## config.mk

```make
export PLATFORM = sky130hd
export DESIGN_NAME = syscfg_bank
export DESIGN_NICKNAME = d
export VERILOG_FILES = /design/src/rtl/syscfg_pkg.sv /design/src/rtl/syscfg_decode.sv /design/src/rtl/syscfg_setclr.sv /design/src/rtl/syscfg_lock.sv /design/src/rtl/syscfg_bank.sv
export SDC_FILE = /design/constraint.sdc
export NUM_CORES = 1
export LEC_CHECK = 0
export BUFFER_PORTS_ARGS = -buffer_cell sky130_fd_sc_hd__buf_2
export CAP_MARGIN = 25
export CORE_AREA = 10 10 198 163
export DETAILED_ROUTE_END_ITERATION = 8
export DIE_AREA = 0 0 208 173
export HOLD_SLACK_MARGIN = 0.12
export PLACE_DENSITY_LB_ADDON = 0.05
export SETUP_SLACK_MARGIN = 0.2
export SYNTH_ARGS = -nofsm -noshare
export SYNTH_HDL_FRONTEND = slang
export SYNTH_SLANG_ARGS = --single-unit
```

## constraint.sdc

```tcl
create_clock -name clk -period 2.56 [get_ports clk]
set_clock_uncertainty 0.05 [all_clocks]
set_input_delay 0.512 -clock clk [delete_from_list [all_inputs] [get_ports clk]]
set_output_delay 0.512 -clock clk [all_outputs]
set_load 0.005 [all_outputs]
```

## src/rtl/syscfg_pkg.sv

```systemverilog
package syscfg_pkg;

  localparam int unsigned ADDR_W = 12;

  localparam logic [ADDR_W-1:0] OFF_ID      = 12'h000;
  localparam logic [ADDR_W-1:0] OFF_SW      = 12'h004;
  localparam logic [ADDR_W-1:0] OFF_LED     = 12'h008;
  localparam logic [ADDR_W-1:0] OFF_LOCK    = 12'h020;
  localparam logic [ADDR_W-1:0] OFF_CFG1    = 12'h028;
  localparam logic [ADDR_W-1:0] OFF_CFG2    = 12'h02C;
  localparam logic [ADDR_W-1:0] OFF_FLG_SET = 12'h030;
  localparam logic [ADDR_W-1:0] OFF_FLG_CLR = 12'h034;
  localparam logic [ADDR_W-1:0] OFF_NV_SET  = 12'h038;
  localparam logic [ADDR_W-1:0] OFF_NV_CLR  = 12'h03C;
  localparam logic [ADDR_W-1:0] OFF_RSTCTL  = 12'h040;
  localparam logic [ADDR_W-1:0] OFF_PCI     = 12'h044;
  localparam logic [ADDR_W-1:0] OFF_LCD     = 12'h050;

  typedef enum logic [3:0] {
    SEL_NONE,
    SEL_ID,
    SEL_SW,
    SEL_LED,
    SEL_LOCK,
    SEL_CFG1,
    SEL_CFG2,
    SEL_FLG_SET,
    SEL_FLG_CLR,
    SEL_NV_SET,
    SEL_NV_CLR,
    SEL_RSTCTL,
    SEL_PCI,
    SEL_LCD
  } reg_sel_e;

  localparam int unsigned N_PLAIN = 3;

  // Map a plain read/write word slot to its decoded select.
  function automatic reg_sel_e plain_sel(input int unsigned idx);
    case (idx)
      0:       return SEL_LED;
      1:       return SEL_CFG1;
      default: return SEL_CFG2;
    endcase
  endfunction

endpackage

```

## src/rtl/syscfg_decode.sv

```systemverilog
module syscfg_decode
  import syscfg_pkg::*;
(
  input  logic [ADDR_W-1:0] addr,
  output reg_sel_e          sel,
  output logic              writable
);

  always_comb begin
    case (addr)
      OFF_ID:      sel = SEL_ID;
      OFF_SW:      sel = SEL_SW;
      OFF_LED:     sel = SEL_LED;
      OFF_LOCK:    sel = SEL_LOCK;
      OFF_CFG1:    sel = SEL_CFG1;
      OFF_CFG2:    sel = SEL_CFG2;
      OFF_FLG_SET: sel = SEL_FLG_SET;
      OFF_FLG_CLR: sel = SEL_FLG_CLR;
      OFF_NV_SET:  sel = SEL_NV_SET;
      OFF_NV_CLR:  sel = SEL_NV_CLR;
      OFF_RSTCTL:  sel = SEL_RSTCTL;
      OFF_PCI:     sel = SEL_PCI;
      OFF_LCD:     sel = SEL_LCD;
      default:     sel = SEL_NONE;
    endcase
  end

  always_comb begin
    case (sel)
      SEL_LED, SEL_LOCK, SEL_CFG1, SEL_CFG2,
      SEL_FLG_SET, SEL_FLG_CLR, SEL_NV_SET, SEL_NV_CLR,
      SEL_RSTCTL: writable = 1'b1;
      default:    writable = 1'b0;
    endcase
  end

endmodule

```

## src/rtl/syscfg_setclr.sv

```systemverilog
module syscfg_setclr #(
  parameter int unsigned W = 32
) (
  input  logic         clk,
  input  logic         rst_n,
  input  logic         set_en,
  input  logic         clr_en,
  input  logic [W-1:0] bits,
  output logic [W-1:0] q
);

  logic [W-1:0] set_mask;
  logic [W-1:0] clr_mask;

  assign set_mask = set_en ? bits : '0;
  assign clr_mask = clr_en ? bits : '0;

  always_ff @(posedge clk or negedge rst_n) begin
    if (!rst_n) q <= '0;
    else if (set_en || clr_en) q <= (q | set_mask) & ~clr_mask;
  end

endmodule

```

## src/rtl/syscfg_lock.sv

```systemverilog
module syscfg_lock #(
  parameter int unsigned        DATA_W   = 32,
  parameter int unsigned        KEY_W    = 16,
  parameter logic [KEY_W-1:0]   LOCK_KEY = 16'hA05F
) (
  input  logic              clk,
  input  logic              rst_n,
  input  logic              wr_en,
  input  logic [DATA_W-1:0] wdata,
  output logic [KEY_W-1:0]  lock_q,
  output logic              open
);

  localparam logic [DATA_W-1:0] KEY_WORD = {{(DATA_W-KEY_W){1'b0}}, LOCK_KEY};

  logic key_hit;
  assign key_hit = (wdata == KEY_WORD);

  always_ff @(posedge clk or negedge rst_n) begin
    if (!rst_n) lock_q <= '0;
    else if (wr_en) begin
      if (key_hit) lock_q <= LOCK_KEY;
      else         lock_q <= {1'b0, wdata[KEY_W-2:0]};
    end
  end

  assign open = (lock_q == LOCK_KEY);

endmodule

```

## src/rtl/syscfg_bank.sv

```systemverilog
module syscfg_bank
  import syscfg_pkg::*;
#(
  parameter int unsigned        DATA_W   = 32,
  parameter int unsigned        KEY_W    = 16,
  parameter logic [KEY_W-1:0]   LOCK_KEY = 16'hA05F,
  parameter logic [DATA_W-1:0]  ID_WORD  = 32'h41007004,
  parameter logic [DATA_W-1:0]  PCI_WORD = 32'h00000001,
  parameter logic [DATA_W-1:0]  LCD_WORD = 32'h00001000,
  parameter int unsigned        RST_BIT  = 8
) (
  input  logic              clk,
  input  logic              rst_n,
  input  logic              nv_rst_n,
  input  logic              bus_sel,
  input  logic              bus_wr,
  input  logic [ADDR_W-1:0] bus_addr,
  input  logic [DATA_W-1:0] bus_wdata,
  output logic [DATA_W-1:0] bus_rdata,
  output logic              bus_rvalid,
  output logic              bad_wr,
  output logic              board_rst_req
);

  logic wr_stb;
  logic rd_stb;
  assign wr_stb = bus_sel & bus_wr;
  assign rd_stb = bus_sel & ~bus_wr;

  reg_sel_e sel;
  logic     sel_writable;

  syscfg_decode u_dec (
    .addr     (bus_addr),
    .sel      (sel),
    .writable (sel_writable)
  );

  // Plain read/write words: LED and two configuration words.
  logic [DATA_W-1:0] plain_q [N_PLAIN];

  for (genvar g = 0; g < N_PLAIN; g++) begin : g_plain
    always_ff @(posedge clk or negedge rst_n) begin
      if (!rst_n) plain_q[g] <= '0;
      else if (wr_stb && (sel == plain_sel(g))) plain_q[g] <= bus_wdata;
    end
  end

  // Flag words with separate set and clear addresses.
  logic [DATA_W-1:0] flg_q;
  logic [DATA_W-1:0] nv_q;

  syscfg_setclr #(.W(DATA_W)) u_flags (
    .clk    (clk),
    .rst_n  (rst_n),
    .set_en (wr_stb && (sel == SEL_FLG_SET)),
    .clr_en (wr_stb && (sel == SEL_FLG_CLR)),
    .bits   (bus_wdata),
    .q      (flg_q)
  );

  syscfg_setclr #(.W(DATA_W)) u_nvflags (
    .clk    (clk),
    .rst_n  (nv_rst_n),
    .set_en (wr_stb && (sel == SEL_NV_SET)),
    .clr_en (wr_stb && (sel == SEL_NV_CLR)),
    .bits   (bus_wdata),
    .q      (nv_q)
  );

  // Key-protected lock word.
  logic [KEY_W-1:0] lock_q;
  logic             lock_open;

  syscfg_lock #(.DATA_W(DATA_W), .KEY_W(KEY_W), .LOCK_KEY(LOCK_KEY)) u_lock (
    .clk    (clk),
    .rst_n  (rst_n),
    .wr_en  (wr_stb && (sel == SEL_LOCK)),
    .wdata  (bus_wdata),
    .lock_q (lock_q),
    .open   (lock_open)
  );

  // Guarded reset-control word and its request pulse.
  logic [DATA_W-1:0] rstctl_q;
  logic              rstctl_take;
  logic              rst_req_q;

  assign rstctl_take = wr_stb && (sel == SEL_RSTCTL) && lock_open;

  always_ff @(posedge clk or negedge rst_n) begin
    if (!rst_n) begin
      rstctl_q  <= '0;
      rst_req_q <= 1'b0;
    end else begin
      if (rstctl_take) rstctl_q <= bus_wdata;
      rst_req_q <= rstctl_take && bus_wdata[RST_BIT];
    end
  end

  // Error strobe for dropped writes.
  logic bad_q;
  always_ff @(posedge clk or negedge rst_n) begin
    if (!rst_n) bad_q <= 1'b0;
    else        bad_q <= wr_stb && !sel_writable;
  end

  // Read selection, registered for one cycle of latency.
  logic [DATA_W-1:0] rd_mux;

  always_comb begin
    rd_mux = '0;
    case (sel)
      SEL_ID:      rd_mux = ID_WORD;
      SEL_LED:     rd_mux = plain_q[0];
      SEL_CFG1:    rd_mux = plain_q[1];
      SEL_CFG2:    rd_mux = plain_q[2];
      SEL_LOCK:    rd_mux[KEY_W-1:0] = lock_q;
      SEL_FLG_SET: rd_mux = flg_q;
      SEL_NV_SET:  rd_mux = nv_q;
      SEL_RSTCTL:  rd_mux = rstctl_q;
      SEL_PCI:     rd_mux = PCI_WORD;
      SEL_LCD:     rd_mux = LCD_WORD;
      default:     rd_mux = '0;
    endcase
  end

  logic [DATA_W-1:0] rdata_q;
  logic              rvalid_q;

  always_ff @(posedge clk or negedge rst_n) begin
    if (!rst_n) begin
      rdata_q  <= '0;
      rvalid_q <= 1'b0;
    end else begin
      rvalid_q <= rd_stb;
      rdata_q  <= rd_stb ? rd_mux : '0;
    end
  end

  assign bus_rdata     = rdata_q;
  assign bus_rvalid    = rvalid_q;
  assign bad_wr        = bad_q;
  assign board_rst_req = rst_req_q;

endmodule

```

# Word level (Yosys, flattened, before mapping)
# Memories as Yosys holds them, arrays and structs flattened.
# Cells that the tools add are included.
# word_totals
output_inout_bits,35
latchBits,0
n_memories,1
ram_bits,0
ff_bits,243
wordCells,72
in_bits,49
romBits,16
# classes
n_reduce_logical,16
order_cmp,0
n_bitwise,9
eq_ne,26
n_shift,0
add_sub_neg,0
div,0
mux,9
mul,0
# memory_table
name,words,word_bits,rd,rd_ports_with_merged_regs,write_ports,line,rtl
(no name shown),16,1,1,0,0,syscfg_decode.sv:29,case (sel)
# ops
operator,count
$mux 32,5
$pmux 16 s10,1
$pmux 16 s7,1
$eq 12x6->1 const B,7
$and 32x32->32,2
$not 32->32,2
$or 32x32->32,2
$pmux 4 s13,1
$eq 12x7->1 const B,3
$eq 32x16->1 const B,1
$eq 4x4->1 const B,6
$eq 16x16->1 const B,1
$eq 4x3->1 const B,4
$mux 16,1
$eq 12x3->1 const B,1
$eq 12x4->1 const B,1
$logic_and 1x1->1,12
$logic_not 12->1,1
$eq 4x1->1 const B,1
$eq 4x2->1 const B,1
$and 1x1->1,2
$logic_or 1x1->1,2
$logic_not 1->1,1
$not 1->1,1

# Longest topological paths before layout
# logic_depth
ltp_word,7
ltp_mapped,9
ltp_nobuf,5

# By module
# A second synthesis with hierarchy kept.
# unflattened
cells_unflattened,901
area_unflattened_um2,11049.3
# by_module_without_submodules
module,area_per_inst_um2,seq_area_each_um2,cells_each,instances
syscfg_bank,7707.4,4078.9,599,1
syscfg_setclr,1169.9,800.8,102,2
syscfg_lock,730.7,400.4,53,1
syscfg_decode,271.5,0.0,45,1

# Worst setup path before layout
# OpenSTA, ideal clock, no wires.
# synth_path
path_kind,input -> register
from,input bus_addr[4]
to,register u_lock.lock_q[9]
setup_time_ps,128
t_arrival_ps,2334
required_time_ps,2382
setup_slack_ps,48
path_buffers,3
path_stages,7
cell_sequence,buf_2 buf_2 nor4b_2 nand4b_2 nor3b_4 buf_4 mux2_1
# synth_via
elab_chain_len,4
elab_cells_between_ends,16
cone_classes,13 x eq/ne; 1 x mux; 2 x reduce/logical
# synth_rtl
element,line,rtl
"start, declared",syscfg_bank.sv:17,"input logic [ADDR_W-1:0] bus_addr,"
"$eq 12x7->1, or another cell as far along",syscfg_decode.sv:10,case (addr)
$pmux 4 s13 (*),syscfg_decode.sv:10,
$eq 4x3->1 (*),syscfg_bank.sv:78,".wr_en (wr_stb && (sel == SEL_LOCK)),"
$logic_and 1x1->1 (*),syscfg_bank.sv:78,
"end signal, assigned",syscfg_lock.sv:23,"else lock_q <= {1'b0, wdata[KEY_W-2:0]};"
"end, declared",syscfg_lock.sv:10,"output logic [KEY_W-1:0] lock_q,"
# Mark *: on every way between the ends. The rest lies on a longest branch, timed or not.
# A chain may end at the register's enable or synchronous reset.

# Worst setup path in the final report
# layout_path
from,register u_lock.lock_q[11]
to,register rstctl_q[22]
# layout_via
elab_chain_len,2
# layout_rtl
element,line,rtl
$eq 16x16->1,syscfg_lock.sv:27,assign open = (lock_q == LOCK_KEY);
$logic_and 1x1->1,syscfg_bank.sv:89,assign rstctl_take = wr_stb && (sel == SEL_RSTCTL) && lock_open;
"end signal, assigned",syscfg_bank.sv:96,if (rstctl_take) rstctl_q <= bus_wdata;
"end, declared",syscfg_bank.sv:85,logic [DATA_W-1:0] rstctl_q;
# No other way between the ends.

==> metrics.csv <==
metric,value,unit
outcome,completed,
core region area,28100,µm²
worst-path fanout max,24,
"slowest stage delay, CP",0.49,ns
RSZ-0062 raised after global routing,false,
row count,55,
final global-route overflow total,0,
DR DRC count,0,
Synth Register Bits,243,
First-pass DRT Iterations,4,
crit path cell chain,nor4_1 -> buf_4 -> nand3_2 -> or4_4 -> buf_12 -> mux2_1,
DR WL/cell,23.6,µm
final-stage net count,1065,
Worst Hold Launch,bus_wr,
Setup Viol. Count Final,0,
critical path data arrival time,2.58,ns
Worst Setup End Kind,flop,
H-tree depth,1,
mux cell area share after synthesis,15.9,%
total nets after synthesis,981,
MaxCap Viol Count,0,
Slew @ Worst Pin,0.956,ns
Final TNS setup,0,ns
YS warnings,0,
Synth Area in Simple Gates,8.66,%
count of cell types in the netlist,59,
period utilization,87.1,%
Clock Latency Late Sink,0.53,ns
switching share of power,22.9,%
layout cells sized above 1,26.5,%
maximum vdd drop,539,µV
fmax,449,MHz
ys flop type,dfrtp_1,
cells on worst reg2reg path,6,
number of synthesized flops with an enable pin,0,
IO Port Bufs,83,
first-pass GRT wire length,52.1,mm
"area leader, netlist",dfrtp_1,
DIE AREA,36000,µm²
largest net degree at the start of global routing,63,
Worst Hold Depth,2,
post-detail-place hpwl,21.2,mm
sequential share of power,47.2,%
placed cell areas,12500,µm²
crit path time final,2.23,ns
Setup WS post-layout,0.331,ns
Via density,5.63,
DRT antenna net count,0,
"Worst Path Class, Setup",reg2reg,
Post-synth top cells,"dfrtp_1 (243), mux2_1 (99), a21oi_1 (90)",
Area growth syn-to-layout,21.0,%
cts bufs inserted,26,
Iteration-0 DRC Markers,506,
Cell Int Power,6.28,mW
sequential area share after synthesis,54.8,%
PwrDens,607,nW/µm²
Root Buffer,clkbuf_16,
Ports,84,
Synth Area in Compound Gates,16.5,%
Clock Sinks,243,
Max Root-Sink Buffers,3,
"Async S/R FF share, synth",100,%
combinational share of power,5.2,%
via count,7902,
Worst EP required,2.91,ns
Design Power,8.15,mW
Leak,6.50,nW
crit start category,flop,
FF-to-FF Start,u_lock.lock_q[11],
Initial Util,39.5,%
fillers,2573,
critical path's slowest cell,or4_4,
Clk pwr share,47.5,%
Worst slew margin,36.3,%
R2R Path End,rstctl_q[22],
postcts setup bufs,0,
ranking of synthesized cells by area,"dfrtp_1 (55%), mux2_1 (10%), a22o_1 (4.7%)",
CTS tree,built,
Final Hold Vio Count,0,
Sw Pwr,1.87,mW
final wirelength,33.2,mm
most common cell in the netlist,dfrtp_1,
number of global-route vias before repair,8194,
GPL Wtd Cong,0.797,
Final Core Density,47.9,%
"CTS clk-pin slew, worst paths",0.06,ns
"Slew Viols, Final",0,
Total Routing Usage GR,18.2,%
worst hold path class,in2reg,
Avg Inst Size Synth,11.9,µm²
mapped cell area,11100,µm²
Post-Synth XOR/XNOR Area,0,%
Post-Synthesis Cells,932,
WHS Endpoint,bus_rvalid,
DP Worst Slack,-0.00708,ns
largest family of logic cells by synthesized area,compound AO/OA/AOI/OAI gates,
Adder-Cell Fraction of Synth Area,0,%
post-route cell area,13400,µm²
die height,173,µm
Yosys top cell area share,54.8,%
initial antenna violation count,1,
reg2reg setup slack,0.33,ns
die width,208,µm
how the worst max path moves through the flow:
stage	start	slack (ns)	depth (start not counted)	endpoint
2_1_floorplan	bus_addr[7]	0.12	7	plain_q[66]
3_3_place_gp	bus_addr[2]	0.01	7	plain_q[92]
3_5_place_dp	bus_addr[2]	-0.007	7	plain_q[89]
4_1_cts	u_lock.lock_q[11]	0.24	6	rstctl_q[22]
5_1_grt	u_lock.lock_q[14]	0.21	5	rstctl_q[22]
6_report	u_lock.lock_q[11]	0.33	6	rstctl_q[22]
sequential cells by signal, summed over array words and instances, names as in the netlist:
signal         cells
board_rst_req      1
u_lock.lock_q     16
bus_rvalid         1
u_nvflags.q       32
rstctl_q          32
bad_wr             1
plain_q           96
u_flags.q         32
bus_rdata         32
logic make-up after synthesis:
family                 count (synthesis)
DFF                                  243
AOI/OAI and AO/OA                    264
muxes                                159
buffers and inverters                104
and+or+nand+nor                      162
power by group through the flow:
stage / clock [mW] / sequential (mW) / combinational, mW
after floorplan: 0 / 3.92 / 0.172
after global placement: 0 / 3.92 / 0.427
after detailed placement: 0 / 3.92 / 0.427
after CTS: 3.98 / 3.85 / 0.431
after global routing: 4.14 / 3.85 / 0.468
final: 3.88 / 3.85 / 0.425
critical path: cells and delay by family (launching register included):
kind	cells	cell delay (ns)
muxes	1	0.33
buffers and inverters	2	0.38
DFF	1	0.39
and+or+nand+nor	3	0.93
metrics by stage:
step / hold WS [ns] / instances
2_1_floorplan: 0.166 / 932
3_3_place_gp: 0.390 / 1356
3_5_place_dp: 0.384 / 1356
4_1_cts: 0.123 / 1403
5_1_grt: 0.153 / 1403
6_report: 0.155 / 1404
what timing repair did:
action,CTS,global route
pin swaps,0,0
hold buffers,2,0
resized for setup,1,1
endpoints found under the hold margin,70,0
endpoints found under the setup margin,32,24
cell type report:
| class | count | area [µm²] | area share (%) |
|---|---|---|---|
| sequential | 243 | 6080 | 45.3 |
| antenna | 1 | 2.50 | 0.0186 |
| clock inverter | 11 | 176 | 1.31 |
| timing repair buffer | 155 | 1280 | 9.55 |
| multi-input combinational | 585 | 4720 | 35.1 |
| clock buffer | 34 | 691 | 5.14 |
| tap | 370 | 463 | 3.45 |
| inverter | 5 | 18.8 | 0.140 |
routing by layer:
layer  vias up  global-route usage [%]  routed length [µm]
met3        32                    2.92                1220
met5         -                       0                   0
met4         0                    3.35                 459
met2       153                    26.7               14300
li1       3607                       -                   -
met1      4110                    27.4               17200
layout by cell type (no fill, tap or decap), types with 2 or more instances in the layout:
master and count:
nand4b_1 4, clkbuf_16 26, nand2_1 49, or3_1 32, nor3_4 5, buf_2 82
nor2_1 19, and3b_1 2, mux2i_1 16, nand3_2 2, nor3_1 3, buf_4 45
o21a_1 27, nor3_2 3, and2_1 2, inv_1 4, a22oi_1 61, mux2_4 16
dfrtp_1 243, nor4b_1 3, a211oi_1 4, buf_12 25, nor4_1 7, or3b_2 2
clkinv_2 4, mux2_1 83, and3_1 2, nand3_1 3, bufinv_16 4, nor2b_1 4
o2bb2ai_1 5, clkbuf_1 7, dlygate4sd3_1 2, a21oi_1 90, nand4_1 6, o21ai_0 5
a22o_1 59, nor3b_4 3, mux2_2 44
No activity file was read; power rests on OpenSTA's default activity.
